**config.mk**
```make
export PLATFORM = sky130hd
export DESIGN_NAME = mtq_top
export DESIGN_NICKNAME = d
export VERILOG_FILES = /design/src/rtl/mtq_pkg.sv /design/src/rtl/mtq_wbuf.sv /design/src/rtl/mtq_rdpath.sv /design/src/rtl/mtq_issue.sv /design/src/rtl/mtq_top.sv
export SDC_FILE = /design/constraint.sdc
export NUM_CORES = 1
export LEC_CHECK = 0
export BUFFER_PORTS_ARGS = -buffer_cell sky130_fd_sc_hd__clkbuf_2
export CORE_MARGIN = 5
export CORE_UTILIZATION = 50
export DETAILED_ROUTE_END_ITERATION = 7
export PLACE_DENSITY = 0.73
export SYNTH_ARGS = -nofsm -noshare
export SYNTH_HDL_FRONTEND = slang
export SYNTH_SLANG_ARGS = --single-unit
```
**constraint.sdc**
```tcl
create_clock -name clk -period 4.1 [get_ports clk]
set_input_delay 0.41 -clock clk [delete_from_list [all_inputs] [get_ports clk]]
set_output_delay 0.41 -clock clk [all_outputs]
set_load 0.1 [all_outputs]
```
**src/rtl/mtq_pkg.sv**
```systemverilog
package mtq_pkg;
   typedef enum logic [1:0] {
      RD_IDLE = 2'd0,
      RD_REQ  = 2'd1,
      RD_DATA = 2'd2
   } rd_state_e;

   function automatic int unsigned ptr_bits(input int unsigned n);
      return (n > 1) ? $clog2(n) : 1;
   endfunction
endpackage

```
**src/rtl/mtq_wbuf.sv**
```systemverilog
module mtq_wbuf #(
   parameter int AW    = 32,
   parameter int DW    = 32,
   parameter int BEATS = 8,
   parameter int DEPTH = 2
) (
   input  logic                                  clk,
   input  logic                                  rst_n,
   input  logic                                  beat_acc,
   input  logic                                  first,
   input  logic                                  last,
   input  logic [AW-1:0]                         addr,
   input  logic [mtq_pkg::ptr_bits(BEATS)-1:0]   len,
   input  logic [DW-1:0]                         wdata,
   input  logic                                  pop,
   output logic                                  can_start,
   output logic                                  filling,
   output logic                                  head_valid,
   output logic [AW-1:0]                         head_addr,
   output logic [mtq_pkg::ptr_bits(BEATS)-1:0]   head_len,
   output logic [BEATS*DW-1:0]                   head_data,
   output logic [$clog2(DEPTH+1)-1:0]            count
);
   localparam int LW   = mtq_pkg::ptr_bits(BEATS);
   localparam int PW   = mtq_pkg::ptr_bits(DEPTH);
   localparam int CW   = $clog2(DEPTH+1);
   localparam int LINE = BEATS*DW;

   logic [PW-1:0]   head, tail;
   logic [LW-1:0]   bidx, slot;
   logic            push;
   logic            vld    [DEPTH];
   logic [AW-1:0]   e_addr [DEPTH];
   logic [LW-1:0]   e_len  [DEPTH];
   logic [LINE-1:0] e_data [DEPTH];

   function automatic logic [PW-1:0] nxt(input logic [PW-1:0] p);
      return (p == PW'(DEPTH-1)) ? '0 : p + 1'b1;
   endfunction

   assign slot      = first ? '0 : bidx;
   assign push      = beat_acc && last;
   assign can_start = (count < CW'(DEPTH));

   always_ff @(posedge clk) begin
      if (!rst_n) begin
         filling <= 1'b0;
         bidx    <= '0;
      end else if (beat_acc) begin
         filling <= !last;
         bidx    <= slot + 1'b1;
      end
   end

   always_ff @(posedge clk) begin
      if (!rst_n) begin
         head  <= '0;
         tail  <= '0;
         count <= '0;
      end else begin
         if (push) tail <= nxt(tail);
         if (pop)  head <= nxt(head);
         case ({push, pop})
            2'b10:   count <= count + 1'b1;
            2'b01:   count <= count - 1'b1;
            default: count <= count;
         endcase
      end
   end

   for (genvar e = 0; e < DEPTH; e++) begin : g_entry
      always_ff @(posedge clk) begin
         if (beat_acc && tail == PW'(e)) begin
            if (first) begin
               e_addr[e] <= addr;
               e_len[e]  <= len;
            end
            e_data[e][slot*DW +: DW] <= wdata;
         end
      end

      always_ff @(posedge clk) begin
         if (!rst_n)
            vld[e] <= 1'b0;
         else if (push && tail == PW'(e))
            vld[e] <= 1'b1;
         else if (pop && head == PW'(e))
            vld[e] <= 1'b0;
      end
   end

   assign head_valid = vld[head];
   assign head_addr  = e_addr[head];
   assign head_len   = e_len[head];
   assign head_data  = e_data[head];
endmodule

```
**src/rtl/mtq_rdpath.sv**
```systemverilog
module mtq_rdpath #(
   parameter int AW        = 32,
   parameter int DW        = 32,
   parameter int BEATS     = 8,
   parameter bit RD_BYPASS = 1'b0
) (
   input  logic                                clk,
   input  logic                                rst_n,
   input  logic                                start,
   input  logic [AW-1:0]                       addr,
   input  logic [mtq_pkg::ptr_bits(BEATS)-1:0] len,
   input  logic                                gnt,
   input  logic                                rvalid,
   input  logic [DW-1:0]                       rdata,
   input  logic                                beat_acc,
   output logic                                req,
   output logic                                busy,
   output logic [AW-1:0]                       req_addr,
   output logic [mtq_pkg::ptr_bits(BEATS)-1:0] req_len,
   output logic                                beat_ready,
   output logic [DW-1:0]                       beat_data
);
   import mtq_pkg::*;
   localparam int LW = ptr_bits(BEATS);

   rd_state_e     state;
   logic [LW:0]   fill;
   logic [LW-1:0] k;
   logic [DW-1:0] rbuf [BEATS];
   logic          take, have;

   assign take = (state == RD_DATA) && rvalid && (fill <= {1'b0, req_len});
   assign req  = (state == RD_REQ);
   assign busy = (state != RD_IDLE);
   assign have = (state == RD_DATA) && (fill > {1'b0, k});

   always_ff @(posedge clk) begin
      if (!rst_n) begin
         state <= RD_IDLE;
         fill  <= '0;
         k     <= '0;
      end else begin
         case (state)
            RD_IDLE: if (start) state <= RD_REQ;
            RD_REQ: if (gnt) begin
               state <= RD_DATA;
               fill  <= '0;
               k     <= '0;
            end
            RD_DATA: begin
               if (take) fill <= fill + 1'b1;
               if (beat_acc) begin
                  k <= k + 1'b1;
                  if (k == req_len) state <= RD_IDLE;
               end
            end
            default: state <= RD_IDLE;
         endcase
      end
   end

   always_ff @(posedge clk) begin
      if (state == RD_IDLE && start) begin
         req_addr <= addr;
         req_len  <= len;
      end
   end

   always_ff @(posedge clk) begin
      if (take) rbuf[fill[LW-1:0]] <= rdata;
   end

   if (RD_BYPASS) begin : g_bypass
      logic fresh;
      assign fresh      = take && (fill == {1'b0, k});
      assign beat_ready = have || fresh;
      assign beat_data  = have ? rbuf[k] : rdata;
   end else begin : g_registered
      assign beat_ready = have;
      assign beat_data  = rbuf[k];
   end
endmodule

```
**src/rtl/mtq_issue.sv**
```systemverilog
module mtq_issue #(
   parameter int AW = 32,
   parameter int LW = 3
) (
   input  logic          wr_valid,
   input  logic [AW-1:0] wr_addr,
   input  logic [LW-1:0] wr_len,
   input  logic          rd_req,
   input  logic [AW-1:0] rd_addr,
   input  logic [LW-1:0] rd_len,
   input  logic          gnt,
   output logic          req,
   output logic          is_write,
   output logic [AW-1:0] addr,
   output logic [LW-1:0] len,
   output logic          wr_pop,
   output logic          rd_gnt
);
   always_comb begin
      req      = wr_valid || rd_req;
      is_write = wr_valid;
      addr     = wr_valid ? wr_addr : rd_addr;
      len      = wr_valid ? wr_len  : rd_len;
      wr_pop   = gnt && wr_valid;
      rd_gnt   = gnt && !wr_valid && rd_req;
   end
endmodule

```
**src/rtl/mtq_top.sv**
```systemverilog
module mtq_top #(
   parameter int AW        = 32,
   parameter int DW        = 32,
   parameter int BEATS     = 8,
   parameter int DEPTH     = 2,
   parameter bit RD_BYPASS = 1'b0
) (
   input  logic                                clk,
   input  logic                                rst_n,
   input  logic                                bus_valid,
   input  logic                                bus_write,
   input  logic                                bus_first,
   input  logic                                bus_last,
   input  logic [AW-1:0]                       bus_addr,
   input  logic [mtq_pkg::ptr_bits(BEATS)-1:0] bus_len,
   input  logic [DW-1:0]                       bus_wdata,
   output logic                                bus_ready,
   output logic [DW-1:0]                       bus_rdata,
   output logic                                ctl_req,
   output logic                                ctl_write,
   output logic [AW-1:0]                       ctl_addr,
   output logic [mtq_pkg::ptr_bits(BEATS)-1:0] ctl_len,
   output logic [BEATS*DW-1:0]                 ctl_wdata,
   input  logic                                ctl_gnt,
   input  logic                                ctl_rvalid,
   input  logic [DW-1:0]                       ctl_rdata
);
   localparam int LW = mtq_pkg::ptr_bits(BEATS);
   localparam int CW = $clog2(DEPTH+1);

   if (DEPTH < 1) begin : g_bad_depth
      $error("mtq_top: DEPTH must be at least 1");
   end
   if (DW < 8 || (DW % 8) != 0) begin : g_bad_dw
      $error("mtq_top: DW must be a whole number of bytes");
   end
   if (BEATS < 2 || BEATS != (1 << LW)) begin : g_bad_beats
      $error("mtq_top: BEATS must be a power of two of at least 2");
   end

   logic            wr_can, wr_filling, wr_head_v, wr_acc, wr_pop;
   logic [AW-1:0]   wr_head_addr, rd_addr;
   logic [LW-1:0]   wr_head_len, rd_len;
   logic [CW-1:0]   wq_count;
   logic            rd_req, rd_busy, rd_gnt, rd_start, rd_beat_rdy, rd_acc;
   logic            wr_rdy;

   assign wr_rdy    = wr_filling || (bus_first && wr_can && !rd_busy);
   assign bus_ready = bus_valid && (bus_write ? wr_rdy : rd_beat_rdy);
   assign wr_acc    = bus_ready && bus_write;
   assign rd_acc    = bus_ready && !bus_write;
   assign rd_start  = bus_valid && !bus_write && bus_first &&
                      (wq_count == '0) && !wr_filling;

   mtq_wbuf #(.AW(AW), .DW(DW), .BEATS(BEATS), .DEPTH(DEPTH)) u_wbuf (
      .clk(clk), .rst_n(rst_n), .beat_acc(wr_acc), .first(bus_first),
      .last(bus_last), .addr(bus_addr), .len(bus_len), .wdata(bus_wdata),
      .pop(wr_pop), .can_start(wr_can), .filling(wr_filling),
      .head_valid(wr_head_v), .head_addr(wr_head_addr), .head_len(wr_head_len),
      .head_data(ctl_wdata), .count(wq_count)
   );

   mtq_rdpath #(.AW(AW), .DW(DW), .BEATS(BEATS), .RD_BYPASS(RD_BYPASS)) u_rd (
      .clk(clk), .rst_n(rst_n), .start(rd_start), .addr(bus_addr),
      .len(bus_len), .gnt(rd_gnt), .rvalid(ctl_rvalid), .rdata(ctl_rdata),
      .beat_acc(rd_acc), .req(rd_req), .busy(rd_busy), .req_addr(rd_addr),
      .req_len(rd_len), .beat_ready(rd_beat_rdy), .beat_data(bus_rdata)
   );

   mtq_issue #(.AW(AW), .LW(LW)) u_issue (
      .wr_valid(wr_head_v), .wr_addr(wr_head_addr), .wr_len(wr_head_len),
      .rd_req(rd_req), .rd_addr(rd_addr), .rd_len(rd_len), .gnt(ctl_gnt),
      .req(ctl_req), .is_write(ctl_write), .addr(ctl_addr), .len(ctl_len),
      .wr_pop(wr_pop), .rd_gnt(rd_gnt)
   );
endmodule

```
==> results.tsv, run 1 <==
metric	value	unit
status	finished, final reports clean	
Max clock buf depth	3	
synth top area cells	edfxtp_1 (74%), mux2_2 (9.2%), mux4_2 (4.1%)	
Overall Global Routing Usage	0.226	
Rows	97	
TritonCTS clock tree	done	
# H-tree levels	3	
layout cells sized above 1	0.403	
CP max FO	174	
total negative slack	0	ns
synthesized instance count	1908	
Iteration-0 DRC Markers	1959	
dpl cells	3217	
antenna violations before repair	26	
largest net degree at the start of global routing	175	
die width	276	µm
Post-DP HPWL	54.4	mm
Period Utilization, post-route	0.856	
mean post-synth cell area	18.5	µm²
Worst-path clk slew	0.06	ns
first-pass iteration count of the detailed router	6	
Final Instance Count excl. Fillers	3421	
Syn Nets	2032	
most frequent cell after synthesis	edfxtp_1	
grt ovf	0	
Tmin final	3.51	ns
Power Dens Cells	498	mW/mm²
pre-CTS setup slack	0.876	ns
Setup WS post-layout	0.592	ns
ANT nets after route	0	
RSZ-0062 raised after global routing	no	
CP Launch Type	flop	
CP required	3.69	ns
NumNets Final	2528	
total CTS buffers	90	
starting density of the core	0.505	
Pleak	14.5	nW
IO Pins	433	
Yosys top cell by area	edfxtp_1	
Seq. cell area	0.0267	mm²
first-pass GRT wire length	127	mm
Max Clk Rate	0.285	GHz
Setup Viol. Count Final	0	
Design Area, Final	0.0419	mm²
yosys warns	0	
area of the multi-input gates	0.00819	mm²
Core Region	0.0700	mm²
clk root buf	clkbuf_16	
share of flip-flops with an asynchronous set or reset	0	
via count	19344	
Worst Path Arrival	3.10	ns
cts repair resizes	0	
Setup Crit Path Kind	flop to output pin	
die height	276	µm
Post-DP Area	0.0387	mm²
Worst-Skew Late Latency	0.63	ns
mapped cell area	0.0353	mm²
Final Hold Fails	0	
total power	20.9	mW
Fill cells	5159	
GPL Wtd Cong	0.820	
Yosys top cell area share	0.743	
CP Capture Type	output pin	
#FFs+latches synth	896	
Synth Flop Type	edfxtp_1	
total routed wirelength	87.9	mm
final slew viol count	0	
peak supply drop	0.477	mV
Worst-Margin Slew	1.19	ns
number of global-route vias before repair	19636	
die area	0.0761	mm²
DR WL/cell	25.7	µm
via/cell ratio	5.65	
Post-synth EDFFs	874	
post-synthesis cell type count	53	
top cells by count, synth	edfxtp_1 (874), mux2_2 (289), and3_1 (162)	
worst min path class	input port to flop	
I/O Buffers	432	
slew margin rel.	0.205	
Post-CTS Setup Bufs	0	
post-synthesis to final-layout area growth	18.5	%
drt drc	0	
part of the Yosys area used for sequential elements	0.755	
clk_skew	0.0364	ns
CTS Sinks	896	
Max-Cap Viols	0	
[placed cells by master, fill, tap and decap left out, types with 6 or more instances in the layout]
cell type / n
mux2_2: 289
nor2_2: 21
nand2_1: 54
bufinv_16: 6
mux2i_1: 41
clkinv_1: 18
nor2_1: 18
ha_1: 17
and2_1: 98
and3_1: 162
dlygate4sd3_1: 35
o21ai_0: 44
edfxtp_1: 874
clkbuf_16: 90
inv_1: 19
nor3_1: 7
clkbuf_1: 21
buf_4: 43
dfxtp_1: 19
clkinv_2: 15
mux4_2: 64
clkbuf_2: 432
diode_2: 9
[area by class of cell]
type	instances	area share
inverter	20	0.00179
clock inverter	48	0.0110
sequential	896	0.638
multi-input combinational	883	0.196
clock buffer	112	0.0560
tap	940	0.0281
timing repair buffer	513	0.0692
antenna	9	0.000538
[routing by layer]
| metal | wire (µm) | up-vias | GRT usage |
|---|---|---|---|
| li1 | - | 8458 | - |
| met1 | 33600 | 9920 | 0.297 |
| met2 | 44800 | 832 | 0.381 |
| met3 | 7060 | 134 | 0.0419 |
| met4 | 2500 | 0 | 0.0790 |
| met5 | 0 | - | 0 |
[flip-flops by register name (all words and copies together), names as in the netlist, named ones only]
name            flops
u_rd.k              3
u_rd.fill           4
u_rd.req_len        3
u_wbuf.head         1
u_wbuf.vld          2
u_wbuf.bidx         3
u_wbuf.filling      1
u_rd.req_addr      32
u_wbuf.tail         1
u_rd.state          2
u_wbuf.count        2
u_rd.rbuf         256
u_wbuf.e_addr      64
u_wbuf.e_data     512
u_wbuf.e_len        6
[repair_timing]
action                                  4_1_cts  5_1_grt
endpoints found under the setup margin        0        0
endpoints found under the hold margin       105        0
hold buffers                                 35        0
[through the flow]
| stage | hold slack, ns | util |
|---|---|---|
| floorplan | 0.451 | - |
| global placement | 0.469 | 0.552 |
| detailed placement | 0.482 | 0.552 |
| CTS | 0.0101 | 0.597 |
| global route | 0.0340 | 0.597 |
| finish | 0.0590 | 0.598 |
[worst max-delay path: stages, from the launching register on]
cell and delay, ns:
dfxtp_4 0.64, buf_12 0.61, mux2_2 0.39, clkbuf_2 0.48
[cells by family after synthesis]
| kind of cell | share of synthesized area |
|---|---|
| compound gates | 0.0114 |
| flops | 0.755 |
| mux | 0.145 |
| fa+ha+maj | 0.00602 |
| xor+xnor | 0.00174 |
| buf+inv | 0.0165 |
| simple gates | 0.0642 |
[power breakdown]
group / switching, mW / total (mW) / internal (mW)
combinational: 2.34 / 2.88 / 0.536
sequential: 0.0480 / 10.2 / 10.1
clock: 3.37 / 7.82 / 4.46
total: 5.75 / 20.9 / 15.1
[path summary, 6_finish.rpt]
kind,depth (start not counted),startpoint,slack (ns),endpoint
setup / recovery,3,flop,0.59,ctl_wdata[207]
hold / removal,1,ctl_rdata[9],0.06,u_rd.rbuf[1][9]
hold reg to reg,2,u_rd.state[1],0.48,u_rd.state[1]
setup reg to reg,9,u_wbuf.bidx[0],1.16,u_wbuf.e_data[0][254]
Power figures use the tool's default switching activity.
==> run 2: changes to the inputs <==
--- a/config.mk
+++ b/config.mk
@@ -5,11 +5,11 @@
 export SDC_FILE = /design/constraint.sdc
 export NUM_CORES = 1
 export LEC_CHECK = 0
+export ABC_AREA = 1
 export BUFFER_PORTS_ARGS = -buffer_cell sky130_fd_sc_hd__clkbuf_2
 export CORE_MARGIN = 5
-export CORE_UTILIZATION = 50
+export CORE_UTILIZATION = 25
 export DETAILED_ROUTE_END_ITERATION = 7
-export PLACE_DENSITY = 0.73
 export SYNTH_ARGS = -nofsm -noshare
 export SYNTH_HDL_FRONTEND = slang
 export SYNTH_SLANG_ARGS = --single-unit
==> results.tsv, run 2 <==
metric	value	unit	change
status	finished, final reports clean		unchanged
Overall Global Routing Usage	0.148		was 0.226
Rows	137		was 97
post-synthesis cell type count	36		was 53
total negative slack	0	ns	unchanged
Iteration-0 DRC Markers	1866		was 1,959
die area	0.149	mm²	was 0.0761 mm²
synth top area cells	edfxtp_1 (74%), nand2_1 (10%), nor2_1 (5.6%)		was edfxtp_1 (74%), mux2_2 (9.2%), mux4_2 (4.1%)
cts repair resizes	0		unchanged
Syn Nets	3086		was 2,032
Worst Path Arrival	3.21	ns	was 3.10 ns
first-pass iteration count of the detailed router	5		was 6
I/O Buffers	432		unchanged
WHS Endpoint	u_rd.rbuf[4][26]		was u_rd.rbuf[1][9]
Period Utilization, post-route	0.882		was 0.856
most frequent cell after synthesis	nand2_1		was edfxtp_1
Core Region	0.140	mm²	was 0.0700 mm²
slew margin rel.	0.294		was 0.205
Worst-Margin Slew	1.06	ns	was 1.19 ns
RSZ-0062 raised after global routing	no		unchanged
via count	23960		was 19,344
post-cts hold buffer count	66		was 35
Setup Viol. Count Final	0		unchanged
CP Capture Type	output pin		unchanged
# H-tree levels	3		unchanged
number of global-route vias before repair	23351		was 19,636
top cells by count, synth	nand2_1 (954), edfxtp_1 (874), nor2_1 (523)		was edfxtp_1 (874), mux2_2 (289), and3_1 (162)
Reg2Reg Depth	10		was 9
Setup Crit Path Kind	flop to output pin		unchanged
Final Hold Fails	0		unchanged
Design Area, Final	0.0438	mm²	was 0.0419 mm²
Hold Path Stages	1		unchanged
IO Pins	433		unchanged
#FFs+latches synth	896		unchanged
Synth Flop Type	edfxtp_1		unchanged
post-layout util	0.313		was 0.598
ANT nets after route	0		unchanged
min-delay src	ctl_rdata[26]		was ctl_rdata[9]
Max-Cap Viols	0		unchanged
CP Launch Type	flop		unchanged
NumNets Final	3592		was 2,528
Pleak	17.3	nW	was 14.5 nW
drt drc	0		unchanged
Post-synth EDFFs	874		unchanged
Reg2Reg Setup Slack	1.14	ns	was 1.16 ns
most frequent cells in the layout	nand2_1 (954), edfxtp_1 (874), nor2_1 (507)		was edfxtp_1 (874), clkbuf_2 (432), mux2_2 (289)
Post-DP Area	0.0400	mm²	was 0.0387 mm²
r2r startpoint	u_rd.state[1]		was u_wbuf.bidx[0]
DR WL/cell	20.8	µm	was 25.7 µm
layout cells sized above 1	0.196		was 0.403
synthesized instance count	2962		was 1,908
share of flip-flops with an asynchronous set or reset	0		unchanged
CP max FO	31		was 174
Max clock buf depth	3		unchanged
first-pass GRT wire length	161	mm	was 127 mm
Max Clk Rate	0.276	GHz	was 0.285 GHz
worst min path class	input port to flop		unchanged
Tmin final	3.62	ns	was 3.51 ns
via/cell ratio	4.41		was 5.65
part of the Yosys area used for sequential elements	0.756		was 0.755
mapped cell area	0.0353	mm²	about the same
max FFs per register	512		unchanged
antenna violations before repair	14		was 26
Reg-to-Reg End	u_wbuf.e_addr[1][6]		was u_wbuf.e_data[0][254]
die height	386	µm	was 276 µm
Post-CTS Setup Bufs	0		unchanged
Worst-path clk slew	0.06	ns	about the same
total CTS buffers	99		was 90
post-synthesis to final-layout area growth	24.3	%	was 18.5%
largest register by flop count	u_wbuf.e_data		unchanged
total routed wirelength	113	mm	was 87.9 mm
clk root buf	clkbuf_16		unchanged
Yosys top cell area share	0.744		was 0.743
Worst-Skew Late Latency	0.72	ns	was 0.63 ns
GPL Wtd Cong	0.777		was 0.820
CTS Sinks	896		unchanged
clk_skew	0.0631	ns	was 0.0364 ns
starting density of the core	0.252		was 0.505
grt ovf	0		unchanged
final slew viol count	0		unchanged
Power Dens Cells	506	mW/mm²	was 498 mW/mm²
peak supply drop	0.456	mV	was 0.477 mV
CP required	3.69	ns	about the same
TritonCTS clock tree	done		unchanged
mean post-synth cell area	11.9	µm²	was 18.5 µm²
yosys warns	0		unchanged
commonest non-fill, non-tap cell in the layout	nand2_1		was edfxtp_1
Post-DP HPWL	75.9	mm	was 54.4 mm
largest net degree at the start of global routing	187		was 175
total power	22.2	mW	was 20.9 mW
Yosys top cell by area	edfxtp_1		unchanged
die width	386	µm	was 276 µm
run 2: cell families after synthesis:
family | after synthesis | synth area share
AND/OR/NAND/NOR | 1550 | 0.169
flip-flops | 896 | 0.756
AO/OA/AOI/OAI | 256 | 0.0401
buffers and inverters | 238 | 0.0269
adder cells (fa/ha/maj) | 17 | 0.00603
XOR/XNOR | 5 | 0.00124
run 2: how the worst max path moves through the flow:
stage          startpoint                   end
5_1_grt              flop          bus_rdata[2]
3_5_place_dp    bus_first  u_wbuf.e_data[0][94]
6_report             flop         bus_rdata[27]
3_3_place_gp    bus_first  u_wbuf.e_data[1][64]
4_1_cts              flop          bus_rdata[2]
2_1_floorplan   bus_first  u_wbuf.e_data[0][32]
run 2: metrics by stage:
stage,std cells,setup WS (ns),hold WS [ns]
final,5431,0.482,0.0859
after CTS,5425,0.348,0.0104
after global routing,5426,0.268,0.0436
after global placement,5177,0.710,0.485
after floorplan,2962,-0.181,0.458
after detailed placement,5177,0.732,0.490
run 2: cell type report:
class | instances | area [µm²]
clock inverters | 63 | 539
multi-input cells | 1828 | 7860
repair buffers | 562 | 3480
clock buffers | 119 | 2590
flip-flops and latches | 896 | 26700
diodes | 6 | 15.0
fillers | 14102 | 96000
well taps | 1876 | 2350
inverters | 81 | 312
run 2: metal layers:
layer | vias to the layer above | part of all wire | wire length, µm | GRT usage
met4 | 0 | 0.033 | 3740 | 0.0492
met1 | 11603 | 0.42 | 47500 | 0.200
li1 | 11147 | - | - | -
met3 | 157 | 0.095 | 10700 | 0.0371
met2 | 1053 | 0.45 | 51200 | 0.233
met5 | - | 0 | 0 | 0
run 2: critical path, stage by stage (launching register included):
cell and delay, ns:
dfxtp_2 0.33, clkinv_1 0.66, buf_12 0.45, nor2_1 0.11, o21ai_0 0.08, a31oi_1 0.34
clkbuf_2 0.53
run 2: power breakdown:
group / switching [mW] / internal, mW / leakage, nW
clock network: 3.76 / 4.81 / 1.52
registers: 0.0676 / 10.2 / 8.83
logic: 2.81 / 0.544 / 6.94
total: 6.64 / 15.5 / 17.3
